<file path="src/rtl/spis_pkg.sv">
package spis_pkg;

    localparam int BYTE_W = 8;

    typedef enum logic {
        OWN_SLAVE = 1'b0,
        OWN_CPU   = 1'b1
    } owner_e;

    // synchronized line state and edges, all in the system clock domain
    typedef struct packed {
        logic csn_hi;
        logic csn_fall;
        logic csn_rise;
        logic sck_rise;
        logic sck_fall;
        logic mosi;
    } line_evt_t;

    // byte to present on MISO for the current slot
    function automatic logic [BYTE_W-1:0] pick_char(
        input logic              serving,
        input logic              in_budget,
        input logic [BYTE_W-1:0] buf_byte,
        input logic [BYTE_W-1:0] idle_byte,
        input logic [BYTE_W-1:0] over_byte
    );
        if (!serving)
            return idle_byte;
        else if (in_budget)
            return buf_byte;
        else
            return over_byte;
    endfunction

endpackage

</file>
<file path="src/rtl/spis_line_sync.sv">
module spis_line_sync
    import spis_pkg::*;
#(
    parameter int SYNC_STAGES = 2
) (
    input  logic      clk,
    input  logic      rst,
    input  logic      sck_pin,
    input  logic      csn_pin,
    input  logic      mosi_pin,
    output line_evt_t ev
);
    localparam int LAST = SYNC_STAGES - 1;

    logic [SYNC_STAGES-1:0] sck_sr, csn_sr, mosi_sr;
    logic sck_prev, csn_prev;

    genvar g;
    generate
        for (g = 0; g < SYNC_STAGES; g++) begin : g_stage
            always_ff @(posedge clk) begin
                if (rst) begin
                    sck_sr[g]  <= 1'b0;
                    csn_sr[g]  <= 1'b1;
                    mosi_sr[g] <= 1'b0;
                end else if (g == 0) begin
                    sck_sr[g]  <= sck_pin;
                    csn_sr[g]  <= csn_pin;
                    mosi_sr[g] <= mosi_pin;
                end else begin
                    sck_sr[g]  <= sck_sr[(g == 0) ? 0 : g-1];
                    csn_sr[g]  <= csn_sr[(g == 0) ? 0 : g-1];
                    mosi_sr[g] <= mosi_sr[(g == 0) ? 0 : g-1];
                end
            end
        end
    endgenerate

    always_ff @(posedge clk) begin
        if (rst) begin
            sck_prev <= 1'b0;
            csn_prev <= 1'b1;
        end else begin
            sck_prev <= sck_sr[LAST];
            csn_prev <= csn_sr[LAST];
        end
    end

    always_comb begin
        ev.csn_hi   = csn_sr[LAST];
        ev.csn_fall = csn_prev & ~csn_sr[LAST];
        ev.csn_rise = ~csn_prev & csn_sr[LAST];
        // clock edges only count inside a selected frame
        ev.sck_rise = ~csn_sr[LAST] & ~sck_prev & sck_sr[LAST];
        ev.sck_fall = ~csn_sr[LAST] & sck_prev & ~sck_sr[LAST];
        ev.mosi     = mosi_sr[LAST];
    end

endmodule

</file>
<file path="src/rtl/spis_sem_ctrl.sv">
module spis_sem_ctrl
    import spis_pkg::*;
(
    input  logic clk,
    input  logic rst,
    input  logic req_acquire,
    input  logic req_release,
    input  logic clr_end_evt,
    input  logic clr_acq_evt,
    input  logic end_acq_link,
    input  logic end_pulse,
    input  logic csn_hi,
    output logic sem_cpu,
    output logic evt_end,
    output logic evt_acquired
);
    owner_e owner;
    logic   acq_pend;
    logic   acq_want;
    logic   grant;

    always_comb begin
        acq_want = acq_pend | req_acquire | (end_acq_link & end_pulse);
        grant    = acq_want & csn_hi;
        sem_cpu  = (owner == OWN_CPU);
    end

    always_ff @(posedge clk) begin
        if (rst) begin
            owner        <= OWN_CPU;
            acq_pend     <= 1'b0;
            evt_end      <= 1'b0;
            evt_acquired <= 1'b0;
        end else begin
            acq_pend <= acq_want & ~csn_hi;

            if (grant)
                owner <= OWN_CPU;
            else if (req_release)
                owner <= OWN_SLAVE;

            if (grant)
                evt_acquired <= 1'b1;
            else if (clr_acq_evt)
                evt_acquired <= 1'b0;

            if (end_pulse)
                evt_end <= 1'b1;
            else if (clr_end_evt)
                evt_end <= 1'b0;
        end
    end

    AST_HOLD_IN_FRAME: assert property (@(posedge clk) disable iff (rst)
        (!csn_hi && !sem_cpu) |=> !sem_cpu);

    AST_GRANT_FLAGS: assert property (@(posedge clk) disable iff (rst)
        $rose(sem_cpu) |-> evt_acquired);

    AST_LINK_TAKES: assert property (@(posedge clk) disable iff (rst)
        ($rose(evt_end) && $past(end_acq_link)) |-> sem_cpu);

endmodule

</file>
<file path="src/rtl/spis_xfer.sv">
module spis_xfer
    import spis_pkg::*;
#(
    parameter int DEPTH = 8,
    parameter int LW    = $clog2(DEPTH + 1),
    parameter int AW    = $clog2(DEPTH)
) (
    input  logic              clk,
    input  logic              rst,
    input  line_evt_t         ev,
    input  logic              sem_cpu,
    input  logic [BYTE_W-1:0] def_char,
    input  logic [BYTE_W-1:0] orc_char,
    input  logic [LW-1:0]     tx_len,
    input  logic [LW-1:0]     rx_len,
    input  logic              tx_wr_en,
    input  logic [AW-1:0]     tx_wr_addr,
    input  logic [BYTE_W-1:0] tx_wr_data,
    input  logic [AW-1:0]     rx_rd_addr,
    output logic [BYTE_W-1:0] rx_rd_data,
    output logic              miso,
    output logic              end_pulse,
    output logic              rx_we,
    output logic [LW-1:0]     tx_amount,
    output logic [LW-1:0]     rx_amount
);
    localparam logic [LW-1:0] DEPTH_L = LW'(DEPTH);

    logic [BYTE_W-1:0] tx_mem [DEPTH];
    logic [BYTE_W-1:0] rx_mem [DEPTH];

    logic              serving;
    logic [2:0]        bit_cnt;
    logic [BYTE_W-1:0] shreg;
    logic [LW-1:0]     tx_cnt, rx_cnt;
    logic [LW-1:0]     tx_lim, rx_lim;
    logic              byte_done;
    logic [BYTE_W-1:0] rx_byte;
    logic [BYTE_W-1:0] cur_byte;
    logic [BYTE_W-1:0] first_byte;

    always_comb begin
        tx_lim     = (tx_len > DEPTH_L) ? DEPTH_L : tx_len;
        rx_lim     = (rx_len > DEPTH_L) ? DEPTH_L : rx_len;
        byte_done  = ev.sck_rise && (bit_cnt == 3'd7);
        rx_byte    = {shreg[BYTE_W-2:0], ev.mosi};
        rx_we      = byte_done && serving && (rx_cnt < rx_lim);
        cur_byte   = pick_char(serving, tx_cnt < tx_lim,
                               tx_mem[tx_cnt[AW-1:0]], def_char, orc_char);
        first_byte = pick_char(!sem_cpu, tx_lim != '0,
                               tx_mem[0], def_char, orc_char);
        end_pulse  = ev.csn_rise && serving;
        rx_rd_data = rx_mem[rx_rd_addr];
    end

    // buffer storage
    always_ff @(posedge clk) begin
        if (rst) begin
            for (int i = 0; i < DEPTH; i++) begin
                tx_mem[i] <= '0;
                rx_mem[i] <= '0;
            end
        end else begin
            if (tx_wr_en && sem_cpu)
                tx_mem[tx_wr_addr] <= tx_wr_data;
            if (rx_we)
                rx_mem[rx_cnt[AW-1:0]] <= rx_byte;
        end
    end

    // frame and bit engine
    always_ff @(posedge clk) begin
        if (rst) begin
            serving   <= 1'b0;
            bit_cnt   <= '0;
            shreg     <= '0;
            tx_cnt    <= '0;
            rx_cnt    <= '0;
            miso      <= 1'b0;
            tx_amount <= '0;
            rx_amount <= '0;
        end else if (ev.csn_fall) begin
            serving <= !sem_cpu;
            bit_cnt <= '0;
            shreg   <= '0;
            tx_cnt  <= '0;
            rx_cnt  <= '0;
            miso    <= first_byte[BYTE_W-1];
        end else if (ev.csn_rise) begin
            serving <= 1'b0;
            miso    <= 1'b0;
            if (serving) begin
                tx_amount <= tx_cnt;
                rx_amount <= rx_cnt;
            end
        end else begin
            if (ev.sck_rise) begin
                shreg   <= rx_byte;
                bit_cnt <= bit_cnt + 3'd1;
                if (rx_we)
                    rx_cnt <= rx_cnt + 1'b1;
                if (byte_done && serving && (tx_cnt < tx_lim))
                    tx_cnt <= tx_cnt + 1'b1;
            end
            if (ev.sck_fall)
                miso <= cur_byte[3'd7 - bit_cnt];
        end
    end

    AST_RX_BOUND: assert property (@(posedge clk) disable iff (rst)
        rx_we |-> (rx_cnt < DEPTH_L));

endmodule

</file>
<file path="src/rtl/spis_sem_slave.sv">
module spis_sem_slave
    import spis_pkg::*;
#(
    parameter int DEPTH       = 8,
    parameter int SYNC_STAGES = 2,
    parameter int LW          = $clog2(DEPTH + 1),
    parameter int AW          = $clog2(DEPTH)
) (
    input  logic              clk,
    input  logic              rst,
    input  logic              spi_sck,
    input  logic              spi_csn,
    input  logic              spi_mosi,
    output logic              spi_miso,
    input  logic              req_acquire,
    input  logic              req_release,
    input  logic              clr_end_evt,
    input  logic              clr_acq_evt,
    input  logic              end_acq_link,
    input  logic [BYTE_W-1:0] def_char,
    input  logic [BYTE_W-1:0] orc_char,
    input  logic [LW-1:0]     tx_len,
    input  logic [LW-1:0]     rx_len,
    input  logic              tx_wr_en,
    input  logic [AW-1:0]     tx_wr_addr,
    input  logic [BYTE_W-1:0] tx_wr_data,
    input  logic [AW-1:0]     rx_rd_addr,
    output logic [BYTE_W-1:0] rx_rd_data,
    output logic              evt_end,
    output logic              evt_acquired,
    output logic              sem_cpu,
    output logic [LW-1:0]     tx_amount,
    output logic [LW-1:0]     rx_amount
);
    line_evt_t ev;
    logic      end_pulse;
    logic      rx_we;

    spis_line_sync #(.SYNC_STAGES(SYNC_STAGES)) u_sync (
        .clk      (clk),
        .rst      (rst),
        .sck_pin  (spi_sck),
        .csn_pin  (spi_csn),
        .mosi_pin (spi_mosi),
        .ev       (ev)
    );

    spis_sem_ctrl u_sem (
        .clk          (clk),
        .rst          (rst),
        .req_acquire  (req_acquire),
        .req_release  (req_release),
        .clr_end_evt  (clr_end_evt),
        .clr_acq_evt  (clr_acq_evt),
        .end_acq_link (end_acq_link),
        .end_pulse    (end_pulse),
        .csn_hi       (ev.csn_hi),
        .sem_cpu      (sem_cpu),
        .evt_end      (evt_end),
        .evt_acquired (evt_acquired)
    );

    spis_xfer #(.DEPTH(DEPTH), .LW(LW), .AW(AW)) u_xfer (
        .clk        (clk),
        .rst        (rst),
        .ev         (ev),
        .sem_cpu    (sem_cpu),
        .def_char   (def_char),
        .orc_char   (orc_char),
        .tx_len     (tx_len),
        .rx_len     (rx_len),
        .tx_wr_en   (tx_wr_en),
        .tx_wr_addr (tx_wr_addr),
        .tx_wr_data (tx_wr_data),
        .rx_rd_addr (rx_rd_addr),
        .rx_rd_data (rx_rd_data),
        .miso       (spi_miso),
        .end_pulse  (end_pulse),
        .rx_we      (rx_we),
        .tx_amount  (tx_amount),
        .rx_amount  (rx_amount)
    );

    AST_END_FROM_RISE: assert property (@(posedge clk) disable iff (rst)
        $rose(evt_end) |-> $past(ev.csn_rise));

    AST_NO_WRITE_WHEN_CPU: assert property (@(posedge clk) disable iff (rst)
        rx_we |-> !sem_cpu);

    AST_MISO_IDLE_LOW: assert property (@(posedge clk) disable iff (rst)
        (ev.csn_hi && $past(ev.csn_hi)) |-> !spi_miso);

endmodule

</file>
<file path="config.mk">
export PLATFORM = sky130hd
export DESIGN_NAME = spis_sem_slave
export DESIGN_NICKNAME = d
export VERILOG_FILES = /design/src/rtl/spis_pkg.sv /design/src/rtl/spis_line_sync.sv /design/src/rtl/spis_sem_ctrl.sv /design/src/rtl/spis_xfer.sv /design/src/rtl/spis_sem_slave.sv
export SDC_FILE = /design/constraint.sdc
export NUM_CORES = 1
export LEC_CHECK = 0
export ABC_AREA = 1
export BUFFER_PORTS_ARGS = -buffer_cell sky130_fd_sc_hd__clkbuf_2
export CAP_MARGIN = 30
export CELL_PAD_IN_SITES_DETAIL_PLACEMENT = 1
export CELL_PAD_IN_SITES_GLOBAL_PLACEMENT = 1
export CORE_MARGIN = 2
export CORE_UTILIZATION = 46
export DETAILED_ROUTE_END_ITERATION = 10
export GPL_TIMING_DRIVEN = 0
export PLACE_DENSITY = 0.78
export RECOVER_POWER = 50
export SKIP_LAST_GASP = 1
export SYNTH_ARGS = -nofsm -noshare
export SYNTH_HDL_FRONTEND = slang
export SYNTH_SLANG_ARGS = --single-unit
</file>
<file path="constraint.sdc">
create_clock -name clk -period 3.3 [get_ports clk]
set_input_delay 0.825 -clock clk [delete_from_list [all_inputs] [get_ports clk]]
set_output_delay 0.825 -clock clk [all_outputs]
set_load 0.02 [all_outputs]
</file>
# After elaboration in Yosys (flattened, before gate mapping)
# Memory sizes are Yosys's and may differ from the RTL's. A register that Yosys moved wholly into a read port is not among the register bits.
# Cells that the tools add are included.
[op_classes] addsub=4 order_cmp=5 n_eq_ne=1 muxes=33 bitwise_logic=17 n_reduce_logical=20
[op_table] cell="two-way mux 8 bit" count=6
[op_table] cell="two-way mux 1 bit" count=20
[op_table] cell="OR reduction 8 bit" count=2
[op_table] cell="two-way mux 3 bit" count=4
[op_table] cell="AND 1 bit" count=9
[op_table] cell="AND reduction 3 bit" count=3
[op_table] cell="adder 4 x 1 -> 4 bit (second input constant)" count=2
[op_table] cell="> comparator 4 bit (second input constant)" count=2
[op_table] cell="< comparator 4 bit" count=2
[op_table] cell="two-way mux 4 bit" count=2
[op_table] cell="logical AND 1 bit" count=6
[op_table] cell="NOT 1 bit" count=6
[op_table] cell="nonzero test 2 bit" count=3
[op_table] cell="< comparator 3 x 4 -> 1 bit (second input constant)" count=1
[op_table] cell="nonzero test 4 bit" count=1
[op_table] cell="OR reduction 2 bit" count=2
[op_table] cell="adder 3 x 1 -> 3 bit (second input constant)" count=1
[op_table] cell="binary-select mux 1 bit (select 3 bit)" count=1
[op_table] cell="equality test 3 bit (second input constant)" count=1
[op_table] cell="nonzero test 3 bit" count=1
[op_table] cell="subtractor 3 bit (first input constant)" count=1
[op_table] cell="bitwise OR 1 bit" count=2
[op_table] cell="AND reduction 2 bit" count=1
[op_table] cell="logical NOT 1 bit" count=1
[totals] ff_bits=40 mem_bits_rw=128 input_bits=49 output_inout_bits=20 word_cells=102 memories=2
[mem_list] memory="u_xfer.rx_mem" depth=8 width=8 read_ports=1 rd_ports_with_merged_regs=0 wr=8 line_no="spis_xfer.sv:30" text="logic [BYTE_W-1:0] rx_mem [DEPTH];"
[mem_list] memory="u_xfer.tx_mem" depth=8 width=8 read_ports=2 rd_ports_with_merged_regs=1 wr=8 line_no="spis_xfer.sv:29" text="logic [BYTE_W-1:0] tx_mem [DEPTH];"

# Longest topological paths before layout
# Gate-level depths: netlist of the first run.
[depth] word_depth=11 mapped_depth=16 mapped_depth_nobuf=15

# By module
# From an unflattened synthesis of the first run, not the netlist that was laid out.
[unflattened] hier_cells=876 hier_area_um2=7856.3
[by_module_without_submodules] module="spis_xfer" instances=1 cells_each=826 area_each_um2=7439.6 seq_area_each_um2=4464.3
[by_module_without_submodules] module="spis_line_sync" instances=1 cells_each=32 area_each_um2=265.3 seq_area_each_um2=160.2
[by_module_without_submodules] module="spis_sem_ctrl" instances=1 cells_each=18 area_each_um2=151.4 seq_area_each_um2=80.1

# Worst setup path before layout of the first run
# Ideal clock, no wire load.
[synth_path] path_type="input-to-output" start="input rx_rd_addr[1]" end="output rx_rd_data[4]" arrival_ns=1.855 required_ns=2.475 slack_ns=0.620 stages=6 path_cell_list="inv_1 clkbuf_1 o21ai_0 o22ai_1 nor2_1 a31oi_1"
[synth_via] elab_chain_len=1
[synth_rtl] item="start: declaration" line_no="spis_sem_slave.sv:27" text="input logic [AW-1:0] rx_rd_addr,"
[synth_rtl] item="memory read (8 x 8 bit)"
[synth_rtl] item="end: declaration" line_no="spis_sem_slave.sv:28" text="output logic [BYTE_W-1:0] rx_rd_data,"
# No other way between the ends.

# Worst setup path in the final report of the first run
[layout_path] start="input rx_rd_addr[1]" end="output rx_rd_data[5]"
# The elaborated chain is that of the path after synthesis.

==> results of run 1 <==
[Yosys cell counts (all sizes together), types with 13 or more instances]
library cell and number:
a21oi 31, buf 14, clkbuf 15, dfxtp 43, edfxtp 128, ha 13, inv 69, nand2 137
nand3 58, nor2 247, o21ai 63
[worst reg2reg max path: cells and delay by family, from the launching register on]
kind            cells  cell delay, ps
flops               1             430
compound gates      2             380
fa+ha+maj           1             260
simple gates        5            1290
[report_power, final]
part	internal, µW	switching [µW]	leakage, µW
logic	91.2	220	0.00169
registers	2370	23.5	0.00168
clock network	961	845	0.000255
[through the flow]
stage	hold WS (ps)	instance area, µm²
after detailed placement	397	8480
after CTS	413	9010
after global placement	391	8480
final	407	8890
after global routing	424	8890
after floorplan	388	7860
[area by class of cell]
cell class | instances | area share, %
clock buffer | 18 | 4.82
inverter | 75 | 3.17
sequential | 171 | 52.9
clock inverter | 14 | 1.11
multi-input combinational | 584 | 29.8
buffer | 29 | 1.53
tap | 220 | 3.09
timing repair buffer | 68 | 3.63
[state kept, by name (all words and copies together) (netlist names), 3 cells and up, named ones only]
name              cells
u_xfer.tx_mem        64
u_xfer.rx_mem        64
u_xfer.rx_amount      4
u_xfer.tx_cnt         4
u_xfer.shreg          7
u_xfer.bit_cnt        3
u_xfer.tx_amount      4
u_xfer.rx_cnt         4
[worst paths after layout]
check / from / end / cells after the start
worst max register to register: u_xfer.rx_cnt[1] / u_xfer.rx_mem[7][4] / 8
worst min register to register: u_sync.mosi_sr[0] / u_sync.ev[0] / 2
worst min-delay path: u_sync.mosi_sr[0] / u_sync.ev[0] / 2
worst max-delay path: rx_rd_addr[1] / rx_rd_data[5] / 7
[logic make-up after synthesis]
| logic type | after synthesis | synth area share, % |
|---|---|---|
| compound gates | 118 | 8.15 |
| xor+xnor | 1 | 0.111 |
| fa+ha+maj | 13 | 2.07 |
| buf+inv | 104 | 5.36 |
| flops | 171 | 59.8 |
| simple gates | 452 | 24.5 |
[routing by layer]
| metal | vias to the layer above | track usage [%] |
|---|---|---|
| met5 | - | 0 |
| met3 | 26 | 3.87 |
| met1 | 3014 | 31.0 |
| met4 | 0 | 7.13 |
| li1 | 3026 | - |
| met2 | 157 | 43.1 |
[layout by cell type, fill, tap and decap left out, types with 2 or more instances in the layout]
| master | n |
|---|---|
| clkinv_1 | 8 |
| inv_6 | 2 |
| or2_2 | 6 |
| buf_2 | 6 |
| clkbuf_2 | 55 |
| nand3_1 | 57 |
| o211ai_1 | 2 |
| nor2_1 | 244 |
| clkbuf_1 | 33 |
| clkinv_2 | 3 |
| nor3_1 | 2 |
| inv_1 | 66 |
| buf_4 | 3 |
| inv_2 | 3 |
| a211oi_1 | 3 |
| o21ai_0 | 61 |
| nand2_1 | 137 |
| dfxtp_1 | 43 |
| ha_1 | 13 |
| o21a_1 | 2 |
| nor2_8 | 2 |
| o22ai_1 | 8 |
| edfxtp_1 | 128 |
| clkinv_4 | 5 |
| clkinvlp_4 | 2 |
| o21ai_1 | 2 |
| clkbuf_16 | 17 |
| a31oi_1 | 8 |
| a21oi_1 | 31 |
==> flow_summary.html, run 1 <==
<table>
<tr><th>Metric</th><th>Value</th></tr>
<tr><th colspan="2">GRT</th></tr>
<tr><td>Wire length of the first global-routing pass</td><td>33200 µm</td></tr>
<tr><td>Vias in the first global route</td><td>6244</td></tr>
<tr><td>GRT Resource Usage Total</td><td>24.4%</td></tr>
<tr><td>Final global-route overflow total</td><td>0</td></tr>
<tr><td>Largest net degree at the start of global routing</td><td>17</td></tr>
<tr><td>Initial antenna violation count</td><td>0</td></tr>
<tr><th colspan="2">Finish</th></tr>
<tr><td>Final standard cell utilization of the core</td><td>53.4%</td></tr>
<tr><td>Layout cells sized above 1</td><td>11.4%</td></tr>
<tr><td>Post-route insts no fill</td><td>1179</td></tr>
<tr><td>Number of nets in the layout</td><td>1008</td></tr>
<tr><td>Number of fill cells</td><td>1986</td></tr>
<tr><td>Synth-to-layout area growth</td><td>13.1%</td></tr>
<tr><td>Area taken by flip-flops and latches</td><td>4700 µm²</td></tr>
<tr><td>Total inserted antenna cells</td><td>0</td></tr>
<tr><td>Area of the multi-input gates</td><td>2650 µm²</td></tr>
<tr><th colspan="2">Power and ir drop</th></tr>
<tr><td>Leakage</td><td>0.00362 µW</td></tr>
<tr><td>Power per cell area</td><td>508 nW/µm²</td></tr>
<tr><td>Max IR drop VDD</td><td>0.406 mV</td></tr>
<tr><td>Overall power</td><td>4520 µW</td></tr>
<tr><th colspan="2">Routing</th></tr>
<tr><td>DR vias</td><td>6223</td></tr>
<tr><td>Met2 wire length</td><td>11000 µm</td></tr>
<tr><td>Total length of routed wires</td><td>21500 µm</td></tr>
<tr><td>Vias per inst</td><td>5.28</td></tr>
<tr><td>Met3 routed WL</td><td>924 µm</td></tr>
<tr><td>Mean routed wirelength per cell</td><td>18.2 µm</td></tr>
<tr><td>DR top layer</td><td>met4</td></tr>
<tr><td>First DRT Iteration DRCs</td><td>363</td></tr>
<tr><td>DRC violation count after routing</td><td>0</td></tr>
<tr><td>Post-route antenna net violation count</td><td>0</td></tr>
<tr><td>Number of detailed-route iterations in the first pass</td><td>7</td></tr>
<tr><td>Detailed-route wire length on metal 1</td><td>9210 µm</td></tr>
<tr><th colspan="2">Synthesis</th></tr>
<tr><td>Count of unique library cells instantiated by Yosys</td><td>35</td></tr>
<tr><td>Share of flip-flops with an asynchronous set or reset after synthesis</td><td>0%</td></tr>
<tr><td>Top FF cell, synth</td><td>edfxtp_1</td></tr>
<tr><td>Cell count after synthesis</td><td>859</td></tr>
<tr><td>Number of flops mapped to enable cells by yosys</td><td>128</td></tr>
<tr><td>Leading cell types by total area after synthesis</td><td>edfxtp_1 (49%), nor2_1 (12%), dfxtp_1 (11%), nand2_1 (6.1%), o21ai_0 (3.8%)</td></tr>
<tr><td>Number of nets produced by synthesis</td><td>921</td></tr>
<tr><td>Cell taking the most area after synthesis</td><td>edfxtp_1</td></tr>
<tr><td>Post-synthesis instance area</td><td>7860 µm²</td></tr>
<tr><td>Total of warnings raised by yosys</td><td>0</td></tr>
<tr><td>Synth Register Bits</td><td>171</td></tr>
<tr><td>Avg Synthesized Cell Area</td><td>9.15 µm²</td></tr>
<tr><td>Share of Yosys cell area claimed by the top area cell type</td><td>48.9%</td></tr>
<tr><td>Share of synthesized area occupied by flip-flops and latches</td><td>59.8%</td></tr>
<tr><th colspan="2">Setup path</th></tr>
<tr><td>Flop-to-flop setup slack</td><td>590 ps</td></tr>
<tr><td>Setup crit end kind</td><td>primary output</td></tr>
<tr><td>Data arrival time of the worst path</td><td>2270 ps</td></tr>
<tr><td>Kind of cell adding the most delay to the critical path</td><td>buffers and inverters</td></tr>
<tr><td>Kind of start point of the critical path</td><td>input pin</td></tr>
<tr><td>Largest incremental delay on the critical path</td><td>430 ps</td></tr>
<tr><td>Worst-path fanout max</td><td>10</td></tr>
<tr><td>Slowest stage cell on the critical path</td><td>clkbuf_1</td></tr>
<tr><td>Critical-path cell list</td><td>clkbuf_2, clkbuf_1, o21ai_0, o22ai_1, nor2_1, a31oi_1, clkbuf_2</td></tr>
<tr><td>Setup CP Type</td><td>input pin to primary output</td></tr>
<tr><td>Cell mode on critical path</td><td>clkbuf_2</td></tr>
<tr><td>Number of buffer and inverter instances along the worst setup path</td><td>3</td></tr>
<tr><td>Critical path required time</td><td>2470 ps</td></tr>
<tr><th colspan="2">Clocking</th></tr>
<tr><td>Post-CTS repair timing setup buffer count</td><td>0</td></tr>
<tr><td># clock sinks</td><td>171</td></tr>
<tr><td># H-tree levels</td><td>4</td></tr>
<tr><td>Clock Path Buffers</td><td>2</td></tr>
<tr><td>CTS tree</td><td>yes</td></tr>
<tr><td>Number of instances resized during post-cts repair</td><td>0</td></tr>
<tr><td>Worst-skew pair later-pin latency</td><td>430 ps</td></tr>
<tr><td>Number of buffers inserted for hold repair after clock tree synthesis</td><td>0</td></tr>
<tr><td>TritonCTS Buffers</td><td>17</td></tr>
<tr><td>CTS root buffer</td><td>clkbuf_16</td></tr>
<tr><td>Worst-path clk slew</td><td>70 ps</td></tr>
<tr><th colspan="2">STA</th></tr>
<tr><td>Minimum period implied by the final worst setup slack</td><td>3100 ps</td></tr>
<tr><td>Final sum of negative setup slack</td><td>0 ps</td></tr>
<tr><td>Setup Skew</td><td>8.62 ps</td></tr>
<tr><td>Final setup vio count</td><td>0</td></tr>
<tr><td>Final Hold Vio Count</td><td>0</td></tr>
<tr><td>Setup repair after global routing missed its margin</td><td>false</td></tr>
<tr><td>Number of slew-limit violations in the final report</td><td>0</td></tr>
<tr><td>F_max</td><td>323 MHz</td></tr>
<tr><td>Rel. slew slack</td><td>55.3%</td></tr>
<tr><td>Transition time of the tightest slew-check pin</td><td>671 ps</td></tr>
<tr><td>Post-route fraction of the period consumed by the critical path</td><td>93.8%</td></tr>
<tr><td>Smallest setup slack after layout</td><td>203 ps</td></tr>
<tr><th colspan="2">Place</th></tr>
<tr><td>Post-Place Worst Slack</td><td>-65.7 ps</td></tr>
<tr><td>Number of placed instances with taps included</td><td>1147</td></tr>
<tr><td>IO Port Bufs</td><td>68</td></tr>
<tr><td>HPWL Detailed</td><td>15200 µm</td></tr>
<tr><td>Routability congestion estimate</td><td>0.830</td></tr>
<tr><th colspan="2">Min path</th></tr>
<tr><td>Classification of the worst-slack hold path</td><td>flip-flop to flip-flop</td></tr>
<tr><th colspan="2">Die</th></tr>
<tr><td>IO Count</td><td>69</td></tr>
<tr><td>Core area</td><td>16600 µm²</td></tr>
<tr><td>Die height</td><td>135 µm</td></tr>
<tr><td>Chip width</td><td>135 µm</td></tr>
<tr><td>DIE AREA</td><td>18200 µm²</td></tr>
<tr><td>Initial cell density of the core</td><td>47.2%</td></tr>
<tr><td>Total number of placement rows</td><td>47</td></tr>
<tr><th colspan="2">Job</th></tr>
<tr><td>Number of max-capacitance violations reported</td><td>0</td></tr>
<tr><th colspan="2">Outcome</th></tr>
<tr><td>Status</td><td>complete, no violations</td></tr>
</table>
(Power assumes the default switching activity.)
==> inputs of run 2 (changes only) <==
==> constraint.sdc (replaced) <==
create_clock -name clk -period 2.89 [get_ports clk]
set_input_delay 0.7225 -clock clk [delete_from_list [all_inputs] [get_ports clk]]
set_output_delay 0.7225 -clock clk [all_outputs]
set_load 0.02 [all_outputs]
==> run 2 against run 1 <==
Worst setup slack worse by 130 ps. Critical endpoint is now rx_rd_data[4]. Sequential power up 14%. Combinational power up 15%. Design area up 1.0%.
==> flow_summary.html, run 2 (same netlist as run 1, synthesis figures left out) <==
<table>
<tr><th>Metric</th><th>Value</th></tr>
<tr><th colspan="2">STA</th></tr>
<tr><td>Transition time of the tightest slew-check pin</td><td>681 ps (+9.95 ps)</td></tr>
<tr><td>F_max</td><td>355 MHz</td></tr>
<tr><td>Final Hold Vio Count</td><td>0 (unchanged)</td></tr>
<tr><td>Smallest setup slack after layout</td><td>74.6 ps (-128 ps)</td></tr>
<tr><td>Setup Skew</td><td>9.88 ps (+1.26 ps)</td></tr>
<tr><td>Worst Hold Slack</td><td>407 ps (-0.434 ps)</td></tr>
<tr><td>Final setup vio count</td><td>0 (unchanged)</td></tr>
<tr><td>Post-route fraction of the period consumed by the critical path</td><td>97.4%</td></tr>
<tr><td>Rel. slew slack</td><td>54.6% (-0.66 points)</td></tr>
<tr><td>Number of slew-limit violations in the final report</td><td>0 (unchanged)</td></tr>
<tr><td>Minimum period implied by the final worst setup slack</td><td>2820 ps</td></tr>
<tr><td>Setup repair after global routing missed its margin</td><td>true</td></tr>
<tr><th colspan="2">Finish</th></tr>
<tr><td>Area of the multi-input gates</td><td>2730 µm² (+3.0%)</td></tr>
<tr><td>Most used cells in the layout excluding fill and tap cells</td><td>nor2_1 (244), nand2_1 (128), edfxtp_1 (128)</td></tr>
<tr><td>Number of nets in the layout</td><td>1008 (unchanged)</td></tr>
<tr><td>Most frequent standard cell in the layout excluding fill and tap cells</td><td>nor2_1</td></tr>
<tr><td>Final standard cell utilization of the core</td><td>54.0% (+0.55 points)</td></tr>
<tr><td>Number of fill cells</td><td>1979 (-0.35%)</td></tr>
<tr><td>Area taken by flip-flops and latches</td><td>4700 µm² (unchanged)</td></tr>
<tr><td>Post-route insts no fill</td><td>1179 (unchanged)</td></tr>
<tr><td>Synth-to-layout area growth</td><td>14.3%</td></tr>
<tr><td>Layout cells sized above 1</td><td>13.2% (+1.9 points)</td></tr>
<tr><td>Total inserted antenna cells</td><td>0 (unchanged)</td></tr>
<tr><td>Regs by FF count</td><td>u_xfer.rx_mem (64), u_xfer.tx_mem (64), u_xfer.shreg (7)</td></tr>
<tr><th colspan="2">GRT</th></tr>
<tr><td>GRT Resource Usage Total</td><td>24.4% (about the same)</td></tr>
<tr><td>Initial antenna violation count</td><td>0 (unchanged)</td></tr>
<tr><td>Wire length of the first global-routing pass</td><td>33200 µm (about the same)</td></tr>
<tr><td>Final global-route overflow total</td><td>0 (unchanged)</td></tr>
<tr><td>Vias in the first global route</td><td>6241 (-0.048%)</td></tr>
<tr><td>Largest net degree at the start of global routing</td><td>17 (unchanged)</td></tr>
<tr><th colspan="2">Setup path</th></tr>
<tr><td>Slowest stage cell on the critical path</td><td>buf_1</td></tr>
<tr><td>Data arrival time of the worst path</td><td>2090 ps (-180 ps)</td></tr>
<tr><td>Setup crit end kind</td><td>primary output</td></tr>
<tr><td>Setup crit start</td><td>rx_rd_addr[0]</td></tr>
<tr><td>Setup CP Type</td><td>input pin to primary output</td></tr>
<tr><td>Critical path required time</td><td>2170 ps (-300 ps)</td></tr>
<tr><td>Largest incremental delay on the critical path</td><td>380 ps (-50 ps)</td></tr>
<tr><td>Kind of start point of the critical path</td><td>input pin</td></tr>
<tr><td>Critical-path cell list</td><td>clkbuf_2, buf_1, o21ai_0, o22ai_1, nor2_1, a31oi_1, clkbuf_2</td></tr>
<tr><td>Worst-path fanout max</td><td>10 (unchanged)</td></tr>
<tr><td>CP endpoint</td><td>rx_rd_data[4]</td></tr>
<tr><td>Reg-to-Reg Start</td><td>u_xfer.rx_cnt[1]</td></tr>
<tr><td>R2r worst-path depth</td><td>8 (unchanged)</td></tr>
<tr><td>Reg-to-reg critical path endpoint</td><td>u_xfer.rx_mem[7][6]</td></tr>
<tr><td>Flop-to-flop setup slack</td><td>380 ps (-210 ps)</td></tr>
<tr><td>Cell mode on critical path</td><td>clkbuf_2</td></tr>
<tr><th colspan="2">Clocking</th></tr>
<tr><td>Number of buffers inserted for hold repair after clock tree synthesis</td><td>0 (unchanged)</td></tr>
<tr><td>CTS tree</td><td>yes</td></tr>
<tr><td>TritonCTS Buffers</td><td>17 (unchanged)</td></tr>
<tr><td>Worst-skew pair later-pin latency</td><td>430 ps (about the same)</td></tr>
<tr><td>Clock Path Buffers</td><td>2 (unchanged)</td></tr>
<tr><td>Worst-path clk slew</td><td>70 ps (about the same)</td></tr>
<tr><td># H-tree levels</td><td>4 (unchanged)</td></tr>
<tr><td># clock sinks</td><td>171 (unchanged)</td></tr>
<tr><td>CTS root buffer</td><td>clkbuf_16</td></tr>
<tr><td>Post-CTS repair timing setup buffer count</td><td>0 (unchanged)</td></tr>
<tr><th colspan="2">Routing</th></tr>
<tr><td>Number of detailed-route iterations in the first pass</td><td>4 (-3)</td></tr>
<tr><td>Vias per inst</td><td>5.25 (-0.48%)</td></tr>
<tr><td>DRC violation count after routing</td><td>0 (unchanged)</td></tr>
<tr><td>Post-route antenna net violation count</td><td>0 (unchanged)</td></tr>
<tr><td>Mean routed wirelength per cell</td><td>18.2 µm (about the same)</td></tr>
<tr><td>DR vias</td><td>6193 (-0.48%)</td></tr>
<tr><td>Total length of routed wires</td><td>21500 µm (about the same)</td></tr>
<tr><td>First DRT Iteration DRCs</td><td>394 (+8.5%)</td></tr>
<tr><th colspan="2">Die</th></tr>
<tr><td>Chip width</td><td>135 µm (unchanged)</td></tr>
<tr><td>Total number of placement rows</td><td>47 (unchanged)</td></tr>
<tr><td>IO Count</td><td>69 (unchanged)</td></tr>
<tr><td>Initial cell density of the core</td><td>47.2% (unchanged)</td></tr>
<tr><td>DIE AREA</td><td>18200 µm² (unchanged)</td></tr>
<tr><td>Core area</td><td>16600 µm² (unchanged)</td></tr>
<tr><td>Die height</td><td>135 µm (unchanged)</td></tr>
<tr><th colspan="2">Power and ir drop</th></tr>
<tr><td>Overall power</td><td>5160 µW (+14%)</td></tr>
<tr><td>Leakage</td><td>0.00375 µW (+3.5%)</td></tr>
<tr><td>Max IR drop VDD</td><td>0.461 mV (+13%)</td></tr>
<tr><td>Power per cell area</td><td>574 nW/µm² (+13%)</td></tr>
<tr><th colspan="2">Place</th></tr>
<tr><td>Post-Place Worst Slack</td><td>-373 ps (-307 ps)</td></tr>
<tr><td>Routability congestion estimate</td><td>0.830 (unchanged)</td></tr>
<tr><td>Number of placed instances with taps included</td><td>1147 (unchanged)</td></tr>
<tr><td>IO Port Bufs</td><td>68 (unchanged)</td></tr>
<tr><td>HPWL Detailed</td><td>15200 µm (unchanged)</td></tr>
<tr><th colspan="2">Outcome</th></tr>
<tr><td>Status</td><td>complete, no violations</td></tr>
<tr><th colspan="2">Min path</th></tr>
<tr><td>Classification of the worst-slack hold path</td><td>flip-flop to flip-flop</td></tr>
<tr><th colspan="2">Job</th></tr>
<tr><td>Number of max-capacitance violations reported</td><td>0 (unchanged)</td></tr>
</table>
## run 2: cell types whose count changed in the layout (fill, tap and decap cells not counted)
cell,change
nand3_4,+1
nand2_2,+1
nand2_4,+8
clkbuf_4,+1
nand2_1,-9
nor3_1,-1
clkbuf_1,-8
clkbuf_2,+5
buf_2,+1
buf_1,+1
nor3_2,+1
nand3_1,-1
## run 2: stage by stage
stage                     cell area (µm²)  setup TNS (ps)
after floorplan                      7860               0
after global placement               8480          -14740
after detailed placement             8480          -18600
after CTS                            9010               0
after global routing                 8990           -75.4
final                                8990               0
## run 2: worst min-delay path by stage
| stage | cells after the start | startpoint | slack [ps] | to |
|---|---|---|---|---|
| 3_3_place_gp | 2 | u_sync.sck_sr[0] | 390 | u_sync.sck_sr[1] |
| 2_1_floorplan | 2 | u_sync.mosi_sr[0] | 390 | u_sync.ev[0] |
| 6_report | 2 | u_sync.mosi_sr[0] | 410 | u_sync.ev[0] |
| 3_5_place_dp | 1 | u_sync.csn_sr[0] | 400 | u_sync.ev[5] |
| 4_1_cts | 1 | u_sync.csn_sr[0] | 410 | u_sync.ev[5] |
| 5_1_grt | 1 | u_sync.csn_sr[0] | 420 | u_sync.ev[5] |
## run 2: final cells by class
| class | instances | area share (%) |
|---|---|---|
| multi-input combinational | 584 | 30.3 |
| clock inverter | 14 | 1.10 |
| inverter | 75 | 3.13 |
| buffer | 29 | 1.63 |
| tap | 220 | 3.06 |
| timing repair buffer | 68 | 3.61 |
| clock buffer | 18 | 4.78 |
| sequential | 171 | 52.4 |
## run 2: power by group
part / switching (µW) / internal, µW / leakage (µW)
combinational: 252 / 106 / 0.00181
clock: 963 / 1100 / 0.000255
sequential: 26.6 / 2710 / 0.00168
## run 2: what timing repair did
item                       CTS  global route
setup endpoints to repair    2            42
pin swaps                    0             0
resized for setup            3            10
## run 2: layer usage
metal | wire length, µm | part of all wire [%] | GRT usage [%] | up-vias
li1 | - | - | - | 3022
met1 | 9100 | 42 | 31.0 | 2984
met2 | 11100 | 52 | 43.1 | 163
met3 | 951 | 4.4 | 3.87 | 24
met4 | 312 | 1.5 | 7.13 | 0
met5 | 0 | 0 | 0 | -
## run 2: worst max-delay path, delay by kind of cell
family	cells	cell delay, ps
buffers and inverters	3	700
AO/OA/AOI/OAI	3	580
AND/OR/NAND/NOR	1	70
==> inputs of run 3 (changes only) <==
--- a/config.mk
+++ b/config.mk
@@ -10,7 +10,6 @@
 export CAP_MARGIN = 30
 export CELL_PAD_IN_SITES_DETAIL_PLACEMENT = 1
 export CELL_PAD_IN_SITES_GLOBAL_PLACEMENT = 1
-export CORE_MARGIN = 2
 export CORE_UTILIZATION = 46
 export DETAILED_ROUTE_END_ITERATION = 10
 export GPL_TIMING_DRIVEN = 0
==> run 3 against run 2 <==
Design area rose by 1.2%. Clock skew fell by 1.9 ps. Core utilization rose by 0.63 points. Count of clock-buffer cells in the layout fell by 1. Power rose by 9.3%. Sequential share of layout area fell by 0.61 points. Sequential power barely moved. Final cell count did not move. First-iteration DRC count fell by 5.8%. Critical path depth rose by 1. Sequential cell count did not move. Largest cell class unchanged.
==> flow_summary.html, run 3 (same netlist as run 1, synthesis figures left out) <==
<table>
<tr><th>Metric</th><th>Value</th></tr>
<tr><th colspan="2">Power and ir drop</th></tr>
<tr><td>Max IR drop VDD</td><td>0.475 mV (+3.1%)</td></tr>
<tr><td>Part of the power in registers</td><td>48.6% (-4.5 points)</td></tr>
<tr><td>Pint</td><td>4350 µW (+11%)</td></tr>
<tr><td>Net Switching</td><td>1290 µW (+3.5%)</td></tr>
<tr><td>Leakage</td><td>0.00380 µW (+1.4%)</td></tr>
<tr><td>Logic gate share of total power</td><td>6.4% (-0.5 points)</td></tr>
<tr><td>Power per cell area</td><td>620 nW/µm² (+8.0%)</td></tr>
<tr><td>Clk pwr share</td><td>45.0% (+5.0 points)</td></tr>
<tr><td>Switching Share</td><td>22.8% (-1.3 points)</td></tr>
<tr><th colspan="2">Finish</th></tr>
<tr><td>Layout cells sized above 1</td><td>13.6% (+0.31 points)</td></tr>
<tr><td>Post-route insts no fill</td><td>1179 (unchanged)</td></tr>
<tr><td>Synth-to-layout area growth</td><td>15.6%</td></tr>
<tr><td>Total inserted antenna cells</td><td>0 (unchanged)</td></tr>
<tr><td>Regs by FF count</td><td>u_xfer.rx_mem (64), u_xfer.tx_mem (64), u_xfer.shreg (7)</td></tr>
<tr><td>Post-layout instance area</td><td>9090 µm² (+1.2%)</td></tr>
<tr><td>Most frequent standard cell in the layout excluding fill and tap cells</td><td>nor2_1</td></tr>
<tr><td>Number of nets in the layout</td><td>1008 (unchanged)</td></tr>
<tr><td>Most used cells in the layout excluding fill and tap cells</td><td>nor2_1 (244), nand2_1 (128), edfxtp_1 (128)</td></tr>
<tr><th colspan="2">STA</th></tr>
<tr><td>Transition time of the tightest slew-check pin</td><td>707 ps (+25.9 ps)</td></tr>
<tr><td>Final setup vio count</td><td>0 (unchanged)</td></tr>
<tr><td>F_max</td><td>355 MHz (about the same)</td></tr>
<tr><td>Worst Hold Slack</td><td>409 ps (+2.31 ps)</td></tr>
<tr><td>Post-route fraction of the period consumed by the critical path</td><td>97.5% (about the same)</td></tr>
<tr><td>Final Hold Vio Count</td><td>0 (unchanged)</td></tr>
<tr><td>Minimum period implied by the final worst setup slack</td><td>2820 ps (+1.10 ps)</td></tr>
<tr><td>Number of slew-limit violations in the final report</td><td>0 (unchanged)</td></tr>
<tr><td>Setup Skew</td><td>8.02 ps (-1.86 ps)</td></tr>
<tr><td>Rel. slew slack</td><td>52.9% (-1.7 points)</td></tr>
<tr><td>Final sum of negative setup slack</td><td>0 ps (unchanged)</td></tr>
<tr><th colspan="2">GRT</th></tr>
<tr><td>GRT Resource Usage Total</td><td>26.1% (+1.7 points)</td></tr>
<tr><td>Vias in the first global route</td><td>6434 (+3.1%)</td></tr>
<tr><td>Largest net degree at the start of global routing</td><td>17 (unchanged)</td></tr>
<tr><td>Wire length of the first global-routing pass</td><td>34200 µm (+3.0%)</td></tr>
<tr><td>Initial antenna violation count</td><td>0 (unchanged)</td></tr>
<tr><td>Final global-route overflow total</td><td>0 (unchanged)</td></tr>
<tr><th colspan="2">Setup path</th></tr>
<tr><td>Data arrival time of the worst path</td><td>2090 ps (about the same)</td></tr>
<tr><td>Cell mode on critical path</td><td>clkbuf_2</td></tr>
<tr><td>Reg-to-Reg Start</td><td>u_xfer.rx_cnt[1]</td></tr>
<tr><td>Kind of start point of the critical path</td><td>input pin</td></tr>
<tr><td>Critical path required time</td><td>2170 ps (about the same)</td></tr>
<tr><td>Largest incremental delay on the critical path</td><td>250 ps (-130 ps)</td></tr>
<tr><td>Slowest stage cell on the critical path</td><td>clkbuf_4</td></tr>
<tr><td>R2r worst-path depth</td><td>8 (unchanged)</td></tr>
<tr><td>Reg-to-reg critical path endpoint</td><td>u_xfer.rx_mem[6][7]</td></tr>
<tr><td>Worst-path fanout max</td><td>10 (unchanged)</td></tr>
<tr><td>Flop-to-flop setup slack</td><td>330 ps (-50 ps)</td></tr>
<tr><td>Setup CP Type</td><td>input pin to primary output</td></tr>
<tr><td>Setup crit end kind</td><td>primary output</td></tr>
<tr><td>Critical-path cell list</td><td>clkbuf_2, inv_1, clkbuf_4, o21ai_0, o22ai_1, nor2_1, a31oi_1, clkbuf_2</td></tr>
<tr><th colspan="2">Place</th></tr>
<tr><td>IO Port Bufs</td><td>68 (unchanged)</td></tr>
<tr><td>Dpl cell area</td><td>8480 µm² (unchanged)</td></tr>
<tr><td>HPWL Detailed</td><td>15400 µm (+1.2%)</td></tr>
<tr><td>Number of placed instances with taps included</td><td>1147 (unchanged)</td></tr>
<tr><td>Routability congestion estimate</td><td>0.823 (-0.77%)</td></tr>
<tr><th colspan="2">Routing</th></tr>
<tr><td>Total length of routed wires</td><td>22000 µm (+2.6%)</td></tr>
<tr><td>Post-route antenna net violation count</td><td>0 (unchanged)</td></tr>
<tr><td>DRC violation count after routing</td><td>0 (unchanged)</td></tr>
<tr><td>Mean routed wirelength per cell</td><td>18.7 µm (+2.6%)</td></tr>
<tr><td>Number of detailed-route iterations in the first pass</td><td>6 (+2)</td></tr>
<tr><td>First DRT Iteration DRCs</td><td>371 (-5.8%)</td></tr>
<tr><td>Vias per inst</td><td>5.36 (+2.0%)</td></tr>
<tr><td>DR vias</td><td>6316 (+2.0%)</td></tr>
<tr><th colspan="2">Job</th></tr>
<tr><td>Number of max-capacitance violations reported</td><td>0 (unchanged)</td></tr>
<tr><th colspan="2">Min path</th></tr>
<tr><td>Hold path endpoint</td><td>u_sync.sck_sr[1]</td></tr>
<tr><td>Classification of the worst-slack hold path</td><td>flip-flop to flip-flop</td></tr>
<tr><td>Launch point of the worst hold path</td><td>u_sync.sck_sr[0]</td></tr>
<tr><td>Hold Crit Depth</td><td>2 (unchanged)</td></tr>
<tr><th colspan="2">Die</th></tr>
<tr><td>Initial cell density of the core</td><td>47.2% (unchanged)</td></tr>
<tr><td>Die height</td><td>133 µm (-1.5%)</td></tr>
<tr><td>Total number of placement rows</td><td>47 (unchanged)</td></tr>
<tr><td>IO Count</td><td>69 (unchanged)</td></tr>
<tr><td>Core area</td><td>16600 µm² (unchanged)</td></tr>
<tr><td>Chip width</td><td>133 µm (-1.5%)</td></tr>
<tr><td>DIE AREA</td><td>17600 µm² (-2.9%)</td></tr>
<tr><th colspan="2">Clocking</th></tr>
<tr><td>Clock Path Buffers</td><td>2 (unchanged)</td></tr>
<tr><td>Worst-skew pair later-pin latency</td><td>440 ps (about the same)</td></tr>
<tr><td>TritonCTS Buffers</td><td>17 (unchanged)</td></tr>
<tr><td># H-tree levels</td><td>4 (unchanged)</td></tr>
<tr><td>CTS tree</td><td>yes</td></tr>
<tr><td>Post-CTS repair timing setup buffer count</td><td>0 (unchanged)</td></tr>
<tr><td>CTS root buffer</td><td>clkbuf_16</td></tr>
<tr><td>Worst-path clk slew</td><td>70 ps (about the same)</td></tr>
<tr><td># clock sinks</td><td>171 (unchanged)</td></tr>
<tr><th colspan="2">Outcome</th></tr>
<tr><td>Status</td><td>complete, no violations</td></tr>
</table>
-- run 3: cell count changes in the layout (fill, tap and decap cells not counted), sizes merged --
cell      before  now
buf           12   10
clkbuf       103  104
clkinvlp       2    4
clkinv        16   10
bufinv         0    5
-- run 3: per-layer routing --
metal / wire length [µm] / GRT usage (%) / up-vias
met5: 0 / 0 / -
met4: 422 / 8.81 / 0
met3: 809 / 4.18 / 34
met2: 11500 / 47.0 / 152
met1: 9320 / 31.6 / 3102
li1: - / - / 3028
-- run 3: final cells by class --
cell class                      instances  area [µm²]
Buffer                                 29         148
Clock buffer                           17         425
Clock inverter                         15         220
Fill cell                            1973        7550
Inverter                               75         282
Multi-Input combinational cell        584        2710
Sequential cell                       171        4700
Tap cell                              220         275
Timing Repair Buffer                   68         324
-- run 3: what timing repair did --
item | in CTS | in global routing
endpoints found under the setup margin | 3 | 46
hold buffers | 0 | 0
resized for setup | 4 | 11
-- run 3: worst max-delay path, delay by kind of cell --
family	cells	cell delay (ps)
buffers and inverters	4	790
AOI/OAI and AO/OA	3	500
and+or+nand+nor	1	70
-- run 3: power by group through the flow --
stage	sequential (µW)	combinational (µW)	clock (µW)
final	2740	361	2540
after global routing	2740	400	2620
after CTS	2740	366	2540
after detailed placement	2790	362	0
after global placement	2790	351	0
after floorplan	2780	216	0
-- run 3: worst max path at each step --
| stage | from | end | slack, ps | depth (start not counted) |
|---|---|---|---|---|
| final | rx_rd_addr[1] | rx_rd_data[5] | 70 | 8 |
| after global routing | rx_rd_addr[0] | rx_rd_data[0] | -3 | 8 |
| after CTS | rx_rd_addr[1] | rx_rd_data[5] | 40 | 8 |
| after detailed placement | rst | u_xfer.tx_mem[6][3] | -310 | 7 |
| after global placement | rst | u_xfer.tx_mem[6][3] | -290 | 7 |
| after floorplan | rx_rd_addr[1] | rx_rd_data[4] | 410 | 6 |
-- run 3: stage by stage --
stage	setup WS [ps]	power, µW	utilization [%]
3_3_place_gp	-288	3140	50.9
5_1_grt	-2.80	5760	54.6
3_5_place_dp	-309	3150	50.9
6_report	73.5	5640	54.6
4_1_cts	37.2	5640	54.9
2_1_floorplan	415	3000	-
